<file path="config.mk">
export PLATFORM = sky130hd
export DESIGN_NAME = dbg_entry_ctrl
export DESIGN_NICKNAME = d
export VERILOG_FILES = /design/src/rtl/dbg_entry_pkg.sv /design/src/rtl/dbg_sat_counter.sv /design/src/rtl/dbg_ext_handshake.sv /design/src/rtl/dbg_entry_ctrl.sv
export SDC_FILE = /design/constraint.sdc
export NUM_CORES = 1
export LEC_CHECK = 0
export BUFFER_PORTS_ARGS = -buffer_cell sky130_fd_sc_hd__buf_2
export CORE_MARGIN = 2
export CORE_UTILIZATION = 45
export CTS_BUF_LIST = sky130_fd_sc_hd__clkbuf_8
export DETAILED_ROUTE_END_ITERATION = 16
export PLACE_DENSITY = 0.75
export SLEW_MARGIN = 15
export SYNTH_ARGS = -nofsm -noshare
export SYNTH_HDL_FRONTEND = slang
export SYNTH_SLANG_ARGS = --single-unit
</file>
<file path="constraint.sdc">
create_clock -name clk -period 2.47 [get_ports clk]
set_clock_uncertainty 0.15 [all_clocks]
set_input_delay 0.1235 -clock clk [delete_from_list [all_inputs] [get_ports clk]]
set_output_delay 0.1235 -clock clk [all_outputs]
set_load 0.005 [all_outputs]
</file>
<file path="src/rtl/dbg_entry_pkg.sv">
package dbg_entry_pkg;
    localparam int CAUSE_N  = 5;
    localparam int CI_EXT   = 0;
    localparam int CI_SW    = 1;
    localparam int CI_TRACE = 2;
    localparam int CI_PBRK  = 3;
    localparam int CI_DBRK  = 4;

    typedef logic [CAUSE_N-1:0] cause_t;

    typedef struct packed {
        logic   sw_pend;
        logic   dab_pend;
        logic   enter;
        cause_t cause;
    } ctl_state_t;

    typedef struct packed {
        logic pend;
        logic wait_mode;
        logic held;
        logic ack;
    } ext_state_t;
endpackage

</file>
<file path="src/rtl/dbg_sat_counter.sv">
module dbg_sat_counter #(
    parameter int W = 8
) (
    input  logic         clk,
    input  logic         rst_n,
    input  logic         load_i,
    input  logic [W-1:0] load_val_i,
    input  logic         dec_i,
    output logic [W-1:0] count_o,
    output logic         zero_hit_o
);
    localparam logic [W-1:0] ONE  = W'(1);
    localparam logic [W-1:0] ZERO = '0;

    logic [W-1:0] cnt_d, cnt_q;
    logic         hit_d;

    always_comb begin
        cnt_d = cnt_q;
        hit_d = 1'b0;
        if (load_i) begin
            cnt_d = load_val_i;
        end else if (dec_i && cnt_q != ZERO) begin
            cnt_d = cnt_q - ONE;
            hit_d = (cnt_q == ONE);
        end
    end

    always_ff @(posedge clk or negedge rst_n) begin
        if (!rst_n) cnt_q <= ZERO;
        else        cnt_q <= cnt_d;
    end

    assign count_o    = cnt_q;
    assign zero_hit_o = hit_d;

    assert_stays_zero_R11: assert property (@(posedge clk) disable iff (!rst_n)
        (cnt_q == ZERO && !load_i) |=> (cnt_q == ZERO));
    assert_load_value_R11: assert property (@(posedge clk) disable iff (!rst_n)
        load_i |=> (cnt_q == $past(load_val_i)));
    assert_hit_reaches_zero_R6: assert property (@(posedge clk) disable iff (!rst_n)
        zero_hit_o |=> (cnt_q == ZERO));
endmodule

</file>
<file path="src/rtl/dbg_ext_handshake.sv">
module dbg_ext_handshake
    import dbg_entry_pkg::*;
(
    input  logic clk,
    input  logic rst_n,
    input  logic req_i,
    input  logic in_wait_i,
    input  logic latched_i,
    input  logic exec_i,
    output logic due_o,
    output logic wake_o,
    output logic ack_o
);
    ext_state_t st_d, st_q;
    logic       due_d;

    always_comb begin
        st_d  = st_q;
        due_d = st_q.pend && (st_q.wait_mode ? latched_i : exec_i);
        if (due_d) begin
            st_d.pend = 1'b0;
            st_d.ack  = 1'b1;
        end else begin
            st_d.ack  = st_q.ack && req_i;
        end
        if (req_i && !st_q.held && !st_q.pend) begin
            st_d.pend      = 1'b1;
            st_d.held      = 1'b1;
            st_d.wait_mode = in_wait_i;
        end else if (!req_i && !st_q.pend) begin
            st_d.held = 1'b0;
        end
    end

    always_ff @(posedge clk or negedge rst_n) begin
        if (!rst_n) st_q <= '0;
        else        st_q <= st_d;
    end

    assign due_o  = due_d;
    assign wake_o = st_q.pend && st_q.wait_mode;
    assign ack_o  = st_q.ack;

    assert_ack_held_R4: assert property (@(posedge clk) disable iff (!rst_n)
        (ack_o && req_i) |=> ack_o);
    assert_ack_release_R4: assert property (@(posedge clk) disable iff (!rst_n)
        (!req_i && !due_o) |=> !ack_o);
    assert_no_rearm_R4: assert property (@(posedge clk) disable iff (!rst_n)
        (st_q.held && !st_q.pend) |=> !st_q.pend);
endmodule

</file>
<file path="src/rtl/dbg_entry_ctrl.sv">
module dbg_entry_ctrl
    import dbg_entry_pkg::*;
#(
    parameter int CNT_W = 8
) (
    input  logic               clk,
    input  logic               rst_n,
    input  logic               ext_req_i,
    input  logic               in_wait_i,
    input  logic               instr_latched_i,
    input  logic               instr_done_i,
    input  logic               instr_killed_i,
    input  logic               sw_dbg_i,
    input  logic               trace_en_i,
    input  logic               bkpt_en_i,
    input  logic               pab_match_i,
    input  logic               dab_match_i,
    input  logic               cnt_load_i,
    input  logic [CNT_W-1:0]   trace_load_i,
    input  logic [CNT_W-1:0]   bkpt_load_i,
    output logic               dbg_enter_o,
    output logic [CAUSE_N-1:0] cause_o,
    output logic               ext_ack_o,
    output logic               wake_o,
    output logic [CNT_W-1:0]   trace_cnt_o,
    output logic [CNT_W-1:0]   bkpt_cnt_o
);
    ctl_state_t st_d, st_q;
    cause_t     due;
    logic       exec, trace_dec, brk_evt, trace_hit, brk_hit, ext_due;

    assign exec      = instr_done_i && !instr_killed_i;
    assign trace_dec = trace_en_i && exec;
    assign brk_evt   = bkpt_en_i && exec && (pab_match_i || dab_match_i);

    dbg_sat_counter #(.W(CNT_W)) u_trace_cnt (
        .clk        (clk),
        .rst_n      (rst_n),
        .load_i     (cnt_load_i),
        .load_val_i (trace_load_i),
        .dec_i      (trace_dec),
        .count_o    (trace_cnt_o),
        .zero_hit_o (trace_hit)
    );

    dbg_sat_counter #(.W(CNT_W)) u_brk_cnt (
        .clk        (clk),
        .rst_n      (rst_n),
        .load_i     (cnt_load_i),
        .load_val_i (bkpt_load_i),
        .dec_i      (brk_evt),
        .count_o    (bkpt_cnt_o),
        .zero_hit_o (brk_hit)
    );

    dbg_ext_handshake u_ext (
        .clk       (clk),
        .rst_n     (rst_n),
        .req_i     (ext_req_i),
        .in_wait_i (in_wait_i),
        .latched_i (instr_latched_i),
        .exec_i    (exec),
        .due_o     (ext_due),
        .wake_o    (wake_o),
        .ack_o     (ext_ack_o)
    );

    always_comb begin
        st_d            = st_q;
        due             = '0;
        due[CI_EXT]     = ext_due;
        due[CI_SW]      = st_q.sw_pend && instr_latched_i;
        due[CI_TRACE]   = trace_hit;
        due[CI_PBRK]    = brk_hit && pab_match_i;
        due[CI_DBRK]    = st_q.dab_pend && exec;
        st_d.sw_pend    = (st_q.sw_pend && !instr_latched_i) || (exec && sw_dbg_i);
        st_d.dab_pend   = (st_q.dab_pend && !exec) ||
                          (brk_hit && dab_match_i && !pab_match_i);
        st_d.enter      = |due;
        st_d.cause      = (|due) ? due : st_q.cause;
    end

    always_ff @(posedge clk or negedge rst_n) begin
        if (!rst_n) st_q <= '0;
        else        st_q <= st_d;
    end

    assign dbg_enter_o = st_q.enter;
    assign cause_o     = st_q.cause;

    assert_enter_has_cause_R10: assert property (@(posedge clk) disable iff (!rst_n)
        dbg_enter_o |-> (cause_o != '0));
    assert_ack_with_entry_R4: assert property (@(posedge clk) disable iff (!rst_n)
        $rose(ext_ack_o) |-> (dbg_enter_o && cause_o[CI_EXT]));
    assert_killed_no_trace_R7: assert property (@(posedge clk) disable iff (!rst_n)
        (instr_done_i && instr_killed_i && !cnt_load_i) |=> $stable(trace_cnt_o));
    assert_cause_hold_R12: assert property (@(posedge clk) disable iff (!rst_n)
        (cause_o != $past(cause_o)) |-> dbg_enter_o);
endmodule

</file>
==> run_results.csv, run 1 <==
group,metric,value,unit
timing,setup_viol_count_final,0,
global_route,grt_start_max_net_pins,29,
flow_run,cap_violations,0,
global_route,vias_in_the_first_global_route,1475,
hold_path,min_delay_path_class,"in2reg",
worst_setup_path,startpoint_kind_of_the_worst_setup_timing_path,"flip-flop",
timing,hold_ws,0.0658,ns
cells_and_area,fraction_of_final_layout_cells_with_drive_strength_greater_than_1,0.277,
logic_synthesis,post_synth_inst_count,185,
timing,finalHoldViolCount,0,
clocking,post_cts.repair.setup_buffers,0,
clocking,cts_tree,"yes",
worst_setup_path,critical_path.cell_chain,"inv_1 -> ha_1 -> or4b_4 -> or4_4 -> nand4_4 -> o21ai_2",
hold_path,worstHoldStart,"pab_match_i",
timing,slew_violations,0,
detailed_routing,first_iter_violations,100,
logic_synthesis,synth.net_count,220,
cells_and_area,final_core_utilization,0.624,
worst_setup_path,worst_setup_path_startpoint,"u_brk_cnt.count_o[1]",
placed_design,weighted_congestion_at_the_end_of_routability_driven_global_placement,0.802,
cells_and_area,number_of_nets_in_the_finished_design,292,
power_and_ir_drop,p_per_area,597,mW/mm²
power_and_ir_drop,static_leakage,1.06,nW
detailed_routing,antenna_left,0,
die,die-width,65.3,µm
global_route,antenna_found_initial,0,
worst_setup_path,critical_path_buf_inv_count,1,
logic_synthesis,yosys_warnings,0,
placed_design,hpwl_dp,2.96,mm
cells_and_area,most_common_cell_after_layout_fill_and_taps_aside,"sky130_fd_sc_hd__buf_2",
power_and_ir_drop,vdd_drop_max,0.276,mV
worst_setup_path,critical_path.slowest_cell,"sky130_fd_sc_hd__or4_4",
worst_setup_path,ff2ff_setup_slack,0.30,ns
cells_and_area,antennaDiodeCount,0,
worst_setup_path,critical-path-max-stage-delay,0.56,ns
die,dieArea,0.00427,mm²
clocking,cts-root-to-sink-buffers,2,
worst_setup_path,endpoint_kind,"flip-flop",
clocking,cts_buffers,3,
cells_and_area,area.growth.synth_to_final,33.9,%
clocking,cts_root_buf,"sky130_fd_sc_hd__clkbuf_8",
logic_synthesis,synthArstFlopShare,1.00,
worst_setup_path,reg2reg_from,"u_brk_cnt.count_o[1]",
clocking,cts.sink_count,28,
global_route,globalRouteTotalUtil,0.206,
global_route,grt_pass1_wl,6.79,mm
logic_synthesis,syn_area_per_cell,9.14,µm²
timing,rsz0062_at_grt,"false",
worst_setup_path,critical_path_arrival,2.21,ns
worst_setup_path,setup.worst_path.class,"reg2reg",
clocking,worst_setup_hold_path_clk_slew,0.10,ns
timing,worst_slew_margin_rel,0.581,
die,top_level_ports,53,
logic_synthesis,synth-seq-area-share,0.414,
timing,worst-slew-pin-transition,0.629,ns
logic_synthesis,ys_ff_latch,28,
global_route,grt_overflow,0,
logic_synthesis,synth_enable_flop_cells,0,
timing,setup_tns,0,ns
timing,fin_crit_sh,0.880,
run_status,run_status,"finished, final reports clean",
clocking,htree_levels,1,
detailed_routing,drt_pass1_iterations,4,
logic_synthesis,mappedNetlistArea,0.00169,mm²
timing,final.min_clock_period,2.17,ns
detailed_routing,postRouteWirelength,4.25,mm
detailed_routing,average_detailed_routed_wire_length_per_instance,14.0,µm
detailed_routing,drc,0,
worst_setup_path,cp_data_required_time,2.50,ns
die,die_height,65.3,µm
logic_synthesis,dominantRegCellSynth,"sky130_fd_sc_hd__dfrtp_1",
worst_setup_path,cp_delay_by_family_top,"simple AND/OR/NAND/NOR gates",
detailed_routing,route.detailed.vias_per_inst,5.44,
die,floorplan.rows,22,
placed_design,port_buffers,52,
cells_and_area,most-common-layout-cells,"52 x sky130_fd_sc_hd__buf_2, 28 x sky130_fd_sc_hd__dfrtp_1, 22 x sky130_fd_sc_hd__nand2_1, 22 x sky130_fd_sc_hd__dlygate4sd3_1, 21 x sky130_fd_sc_hd__nor2_1",
timing,fmax,460,MHz
clocking,clkLatencyLatePin,0.28,ns
die,initial_utilization,0.466,
worst_setup_path,crit_path_max_fanout,4,
die,placeableCoreArea,0.00363,mm²
logic_synthesis,yosys.cell_types.count,50,
detailed_routing,vias,1655,
==> layout make-up <==
class	count	area (µm²)
Sequential cell	28	701
Timing Repair Buffer	76	495
Clock buffer	3	41.3
Fill cell	337	1370
Multi-Input combinational cell	135	890
Inverter	13	48.8
Tap cell	48	60.1
Clock inverter	1	30.0
==> flip-flops by register name, summed over array words and instances, names as in the netlist <==
register and cells:
u_ext.ack_o 1, st_q 2, cause_o 5, u_ext.st_q 3, dbg_enter_o 1, u_trace_cnt.count_o 8, u_brk_cnt.count_o 8
==> worst register-to-register path, cell delays in order (launching register included) <==
cell                      delay, ns
sky130_fd_sc_hd__dfrtp_1       0.40
sky130_fd_sc_hd__inv_1         0.13
sky130_fd_sc_hd__ha_1          0.16
sky130_fd_sc_hd__or4b_4        0.46
sky130_fd_sc_hd__or4_4         0.57
sky130_fd_sc_hd__nand4_4       0.14
sky130_fd_sc_hd__o21ai_2       0.06
==> path summary, 6_finish.rpt <==
| check | endpoint | depth (start not counted) |
|---|---|---|
| min | st_q[6] | 3 |
| max | cause_o[0] | 6 |
| min in group asynchronous | cause_o[1] | 2 |
| min reg2reg | u_ext.ack_o | 2 |
| max in group asynchronous | u_brk_cnt.count_o[5] | 2 |
| max reg2reg | cause_o[0] | 6 |
==> metrics by stage <==
step | instances | instance area, µm² | power, mW | setup WS [ns]
2_1_floorplan | 185 | 1690 | 0.830 | 0.407
3_3_place_gp | 278 | 1970 | 0.946 | 0.387
3_5_place_dp | 278 | 1970 | 0.957 | 0.315
4_1_cts | 304 | 2270 | 1.36 | 0.295
5_1_grt | 304 | 2270 | 1.44 | 0.184
6_report | 304 | 2270 | 1.35 | 0.295
==> timing repair <==
| item | 4_1_cts | 5_1_grt |
|---|---|---|
| setup endpoints to repair | 0 | 0 |
| resized for setup | 0 | 0 |
| endpoints found under the hold margin | 49 | 0 |
| hold buffers | 22 | 0 |
==> kinds of logic (layout without fill, tap and decap cells) <==
| group | after synthesis | count (layout) | synth area share |
|---|---|---|---|
| AND/OR/NAND/NOR | 89 | 89 | 0.311 |
| AO/OA/AOI/OAI | 35 | 35 | 0.142 |
| flip-flops | 28 | 28 | 0.414 |
| buffers and inverters | 22 | 93 | 0.0599 |
| adder cells (fa/ha/maj) | 6 | 6 | 0.0444 |
| multiplexers | 3 | 3 | 0.0185 |
| XOR/XNOR | 2 | 2 | 0.0104 |
==> report_power, final <==
group          internal, mW  switching, mW
Sequential            0.538         0.0761
Combinational         0.180          0.184
Clock                 0.217          0.156
==> per-layer routing <==
metal / GRT usage / part of all wire / routed length [µm]
met1: 0.277 / 0.44 / 1860
met4: 0.0703 / 0.014 / 61
met5: 0 / 0 / 0
met3: 0.0171 / 0.060 / 254
met2: 0.349 / 0.49 / 2080
==> synthesized netlist by cell type (all sizes together) (3+ instances only) <==
cell,number,area [µm²]
a31oi,6,37.5
o21ai,12,75.1
nor2,21,78.8
nand2,22,82.6
a21oi,4,20.0
clkbuf,3,11.3
nand4,9,77.6
or3,3,18.8
or4,7,56.3
ha,6,75.1
buf,6,41.3
nand4b,4,35.0
inv,13,48.8
nand3,4,20.0
dfrtp,28,701
Power figures use the tool's default switching activity.
==> inputs of run 2 (changes only) <==
- CORE_ASPECT_RATIO: default -> 1.75
- MAX_ROUTING_LAYER: default -> met4
==> run 2 against run 1 <==
Total power down 7.3%. Critical path depth unchanged. Non-clock buffer count down 1. Largest cell class unchanged. Worst setup slack worse by 0.0015 ns. Routed wire length fell by 4.6%. Clock power fell by 24%.
==> run_results.csv, run 2 (synthesized netlist as in run 1, its figures left out) <==
group,metric,value,unit
power_and_ir_drop,p_per_area,560,mW/mm²
power_and_ir_drop,net-switching-power,394,µW
worst_setup_path,endpoint_kind,"flip-flop",
worst_setup_path,critical_path_arrival,2.19,ns
die,die_height,85.1,µm
cells_and_area,number_of_nets_in_the_finished_design,291,
cells_and_area,layout.filler_cells,352,
flow_run,cap_violations,0,
power_and_ir_drop,static_leakage,1.05,nW
global_route,grt_start_max_net_pins,29,
global_route,grt_pass1_wl,6.98,mm
timing,fin_crit_sh,0.881,
clocking,cts_tree,"yes",
power_and_ir_drop,sw_frac_of_total,0.315,
clocking,cts_buffers,3,
detailed_routing,route.met3.wl,148,µm
timing,final.min_clock_period,2.18,ns
timing,setup_tns,0,ns
cells_and_area,seqCellArea,701,µm²
die,die-width,50.3,µm
timing,worst_slew_margin_rel,0.579,
timing,worst-slew-pin-transition,0.631,ns
global_route,globalRouteTotalUtil,0.210,
placed_design,hpwl_dp,2.98,mm
clocking,clkLatencyLatePin,0.27,ns
detailed_routing,route.met2.wl,2.20,mm
cells_and_area,area.growth.synth_to_final,32.2,%
detailed_routing,drt_pass1_iterations,4,
clocking,htree_levels,1,
detailed_routing,route.detailed.vias_per_inst,5.35,
timing,rsz0062_at_grt,"false",
power_and_ir_drop,power_report.internal_total,859,µW
clocking,cts.sink_count,28,
die,dieArea,0.00428,mm²
placed_design,port_buffers,52,
cells_and_area,final-instance-count-excl-fill,301,
timing,slew_violations,0,
detailed_routing,drc,0,
clocking,cts-root-to-sink-buffers,2,
die,top_level_ports,53,
placed_design,post-place-ws,0.331,ns
power_and_ir_drop,seq_power_share,0.489,
timing,layout_setup_ws,0.294,ns
power_and_ir_drop,combinational_group_share_of_total_power,0.284,
global_route,antenna_found_initial,0,
worst_setup_path,critical_path.slowest_cell,"sky130_fd_sc_hd__or4_4",
cells_and_area,final_area,0.00224,mm²
worst_setup_path,cp_data_required_time,2.49,ns
detailed_routing,average_detailed_routed_wire_length_per_instance,13.5,µm
cells_and_area,area_of_the_multi_input_gates,890,µm²
timing,setup_viol_count_final,0,
worst_setup_path,startpoint_kind_of_the_worst_setup_timing_path,"flip-flop",
worst_setup_path,setup.worst_path.class,"reg2reg",
global_route,vias_in_the_first_global_route,1647,
cells_and_area,most_common_cell_after_layout_fill_and_taps_aside,"sky130_fd_sc_hd__buf_2",
cells_and_area,antennaDiodeCount,0,
clocking,cts_root_buf,"sky130_fd_sc_hd__clkbuf_8",
worst_setup_path,cp_delay_by_family_top,"simple AND/OR/NAND/NOR gates",
worst_setup_path,path_depth,6,
detailed_routing,antenna_left,0,
detailed_routing,routed.top_layer,"met4",
worst_setup_path,crit_path_max_fanout,4,
die,placeableCoreArea,0.00363,mm²
detailed_routing,postRouteWirelength,4.06,mm
placed_design,placedInstanceArea,0.00197,mm²
detailed_routing,vias,1610,
placed_design,place.detailed.instances,276,
worst_setup_path,ff2ff_setup_slack,0.29,ns
detailed_routing,first_iter_violations,22,
timing,finalHoldViolCount,0,
detailed_routing,detail_route.wirelength.met1,1.66,mm
clocking,cts_resized,0,
placed_design,weighted_congestion_at_the_end_of_routability_driven_global_placement,0.876,
clocking,worst_setup_hold_path_clk_slew,0.09,ns
power_and_ir_drop,clkPwrFrac,0.226,
run_status,run_status,"finished, final reports clean",
die,floorplan.rows,29,
hold_path,min_delay_path_class,"in2reg",
global_route,grt_overflow,0,
hold_path,hold-path-cell-count,3,
worst_setup_path,critical-path-max-stage-delay,0.56,ns
power_and_ir_drop,vdd_drop_max,0.338,mV
cells_and_area,most-common-layout-cells,"52 x sky130_fd_sc_hd__buf_2, 28 x sky130_fd_sc_hd__dfrtp_1, 22 x sky130_fd_sc_hd__nand2_1, 21 x sky130_fd_sc_hd__nor2_1, 21 x sky130_fd_sc_hd__dlygate4sd3_1",
worst_setup_path,rr_worst_depth,6,
timing,fmax,460,MHz
die,initial_utilization,0.466,
worst_setup_path,critical_path.cell_chain,"inv_1 -> ha_1 -> or4b_4 -> or4_4 -> nand4_4 -> o21ai_2",
worst_setup_path,critical_path_buf_inv_count,1,
cells_and_area,fraction_of_final_layout_cells_with_drive_strength_greater_than_1,0.278,
run 2: through the flow:
stage | power [mW] | util | hold WS (ns)
final | 1.25 | 0.617 | 0.104
after CTS | 1.27 | 0.617 | 0.0958
after global routing | 1.33 | 0.617 | 0.121
after detailed placement | 0.955 | 0.543 | 0.0319
after floorplan | 0.830 | - | -0.322
after global placement | 0.948 | 0.543 | 0.0303
run 2: area by class of cell:
cell class / instances / share of cell area
Multi-Input combinational cell: 135 / 0.398
Sequential cell: 28 / 0.313
Timing Repair Buffer: 75 / 0.217
Tap cell: 46 / 0.0257
Clock buffer: 4 / 0.0246
Inverter: 13 / 0.0218
run 2: metal layers:
| layer | GRT usage | vias to the layer above |
|---|---|---|
| met1 | 0.238 | 757 |
| met2 | 0.372 | 40 |
| met5 | - | - |
| met4 | 0.0860 | 0 |
| li1 | - | 809 |
| met3 | 0.0194 | 4 |
run 2: worst reg2reg max path, stage by stage, from the launching register on:
cell and delay (ns):
sky130_fd_sc_hd__dfrtp_1 0.41, sky130_fd_sc_hd__inv_1 0.13, sky130_fd_sc_hd__ha_1 0.17, sky130_fd_sc_hd__or4b_4 0.46, sky130_fd_sc_hd__or4_4 0.56, sky130_fd_sc_hd__nand4_4 0.13, sky130_fd_sc_hd__o21ai_2 0.06
run 2: path summary, 6_finish.rpt:
path                                      startpoint                    to
worst max register to register  u_brk_cnt.count_o[1]            cause_o[0]
min in group asynchronous                      rst_n  u_brk_cnt.count_o[2]
worst min register to register         u_ext.st_q[1]         u_ext.st_q[3]
worst min-delay path                     pab_match_i               st_q[6]
worst max-delay path            u_brk_cnt.count_o[1]            cause_o[0]
max in group asynchronous                      rst_n           u_ext.ack_o
run 2: repair_timing:
item	CTS	global route
setup endpoints to repair	0	0
setup buffers	0	0
hold buffers	21	0
hold endpoints to repair	49	0
run 2: power by group through the flow:
stage          logic [mW]  clock network (mW)  registers (mW)
2_1_floorplan       0.218                   0           0.612
3_3_place_gp        0.329                   0           0.619
3_5_place_dp        0.333                   0           0.622
4_1_cts             0.361               0.292           0.613
5_1_grt             0.400               0.307           0.628
6_report            0.357               0.283           0.614
==> inputs of run 3 (changes only) <==
- CORE_MARGIN: 2 -> 1
- GPL_TIMING_DRIVEN: default -> 0
==> run 3 against run 2 <==
Via count rose by 3.1%. Critical path depth is the same. Cell count up 2.3%. Register-to-register slack hardly changed. Total power increased by 1.7%. Sequential share of layout area fell by 0.52 points.
==> run_results.csv, run 3 (synthesized netlist as in run 1, its figures left out) <==
group,metric,value,unit
run_status,run_status,"finished, final reports clean",
global_route,globalRouteTotalUtil,0.221,
clocking,worst_setup_hold_path_clk_slew,0.09,ns
placed_design,post-place-ws,0.288,ns
timing,worst-slew-pin-transition,0.706,ns
power_and_ir_drop,static_leakage,1.07,nW
clocking,cts_buffers,3,
timing,final.min_clock_period,2.19,ns
worst_setup_path,startpoint_kind_of_the_worst_setup_timing_path,"flip-flop",
power_and_ir_drop,p_per_area,561,mW/mm²
die,initial_utilization,0.471,
detailed_routing,route.detailed.vias_per_inst,5.39,
timing,worst_slew_margin_rel,0.523,
flow_run,cap_violations,0,
worst_setup_path,crit_path_max_fanout,6,
die,dieArea,0.00402,mm²
global_route,grt_overflow,0,
placed_design,place.detailed.instances,283,
cells_and_area,area.growth.synth_to_final,34.5,%
die,die_height,83.1,µm
detailed_routing,first_iter_violations,14,
timing,fmax,457,MHz
placed_design,port_buffers,52,
clocking,htree_levels,1,
timing,layout_setup_ws,0.283,ns
die,placeableCoreArea,0.00359,mm²
global_route,grt_pass1_wl,6.86,mm
detailed_routing,average_detailed_routed_wire_length_per_instance,13.1,µm
power_and_ir_drop,vdd_drop_max,0.326,mV
timing,setup_tns,0,ns
cells_and_area,final-instance-count-excl-fill,308,
cells_and_area,antennaDiodeCount,0,
detailed_routing,drt_pass1_iterations,4,
timing,fin_crit_sh,0.885,
clocking,cts.sink_count,28,
cells_and_area,most_common_cell_after_layout_fill_and_taps_aside,"sky130_fd_sc_hd__buf_2",
worst_setup_path,cp_data_required_time,2.47,ns
cells_and_area,layout.filler_cells,327,
clocking,cts-root-to-sink-buffers,2,
cells_and_area,number_of_nets_in_the_finished_design,298,
timing,setup_viol_count_final,0,
clocking,cts_resized,0,
timing,slew_violations,0,
die,top_level_ports,53,
detailed_routing,antenna_left,0,
clocking,clkLatencyLatePin,0.27,ns
clocking,hold_buffers,21,
timing,finalHoldViolCount,0,
worst_setup_path,critical_path_arrival,2.19,ns
clocking,cts_root_buf,"sky130_fd_sc_hd__clkbuf_8",
global_route,grt_start_max_net_pins,29,
placed_design,weighted_congestion_at_the_end_of_routability_driven_global_placement,0.910,
cells_and_area,most-common-layout-cells,"52 x sky130_fd_sc_hd__buf_2, 28 x sky130_fd_sc_hd__dfrtp_1, 22 x sky130_fd_sc_hd__nand2_1, 21 x sky130_fd_sc_hd__nor2_1, 21 x sky130_fd_sc_hd__dlygate4sd3_1",
hold_path,min_delay_path_class,"in2reg",
detailed_routing,postRouteWirelength,4.02,mm
global_route,antenna_found_initial,0,
detailed_routing,vias,1660,
placed_design,hpwl_dp,3.01,mm
clocking,post_cts.repair.setup_buffers,0,
detailed_routing,drc,0,
timing,rsz0062_at_grt,"false",
die,die-width,48.3,µm
global_route,vias_in_the_first_global_route,1636,
worst_setup_path,endpoint_kind,"flip-flop",
worst_setup_path,setup.worst_path.class,"reg2reg",
clocking,cts_tree,"yes",
cells_and_area,fraction_of_final_layout_cells_with_drive_strength_greater_than_1,0.282,
timing,hold_ws,0.0520,ns
die,floorplan.rows,29,
[run 3: worst paths after layout]
kind	startpoint	end	slack (ns)	depth (start not counted)
setup / recovery	u_trace_cnt.count_o[0]	u_trace_cnt.count_o[0]	0.28	6
max in group asynchronous	rst_n	u_ext.st_q[3]	1.52	2
hold / removal	cnt_load_i	u_brk_cnt.count_o[0]	0.05	3
setup reg to reg	u_trace_cnt.count_o[0]	u_trace_cnt.count_o[0]	0.28	6
hold reg to reg	u_ext.st_q[1]	u_ext.st_q[3]	0.33	1
min in group asynchronous	rst_n	u_trace_cnt.count_o[0]	0.25	2
[run 3: metrics by stage]
| stage | total power [mW] | area [µm²] | utilization |
|---|---|---|---|
| 2_1_floorplan | 0.830 | 1690 | - |
| 3_3_place_gp | 0.964 | 2010 | 0.559 |
| 3_5_place_dp | 0.978 | 2010 | 0.559 |
| 4_1_cts | 1.29 | 2270 | 0.633 |
| 5_1_grt | 1.36 | 2270 | 0.633 |
| 6_report | 1.28 | 2270 | 0.633 |
[run 3: report_power, final]
| group | internal (mW) | switching, mW |
|---|---|---|
| Clock | 0.143 | 0.142 |
| Combinational | 0.195 | 0.181 |
| Sequential | 0.538 | 0.0768 |
[run 3: cell type report]
type,instances,area (µm²),area share
buffer,9,52.6,0.0231
clock buffer,4,55.1,0.0242
inverter,13,48.8,0.0215
multi-input combinational,135,890,0.391
sequential,28,701,0.308
tap,46,57.6,0.0253
timing repair buffer,73,470,0.207
[run 3: critical path, cell delays in order (launching register included)]
cell and delay, ns:
sky130_fd_sc_hd__dfrtp_1 0.46, sky130_fd_sc_hd__inv_1 0.12, sky130_fd_sc_hd__ha_1 0.23, sky130_fd_sc_hd__nor4b_1 0.61
sky130_fd_sc_hd__a21oi_1 0.25, sky130_fd_sc_hd__xnor2_1 0.18, sky130_fd_sc_hd__o21ai_1 0.07
[run 3: metal layers]
metal	vias up	routed length (µm)	global-route usage
li1	821	-	-
met1	789	1570	0.227
met2	41	2250	0.414
met3	9	108	0.0183
met4	0	89	0.0989
met5	-	0	-
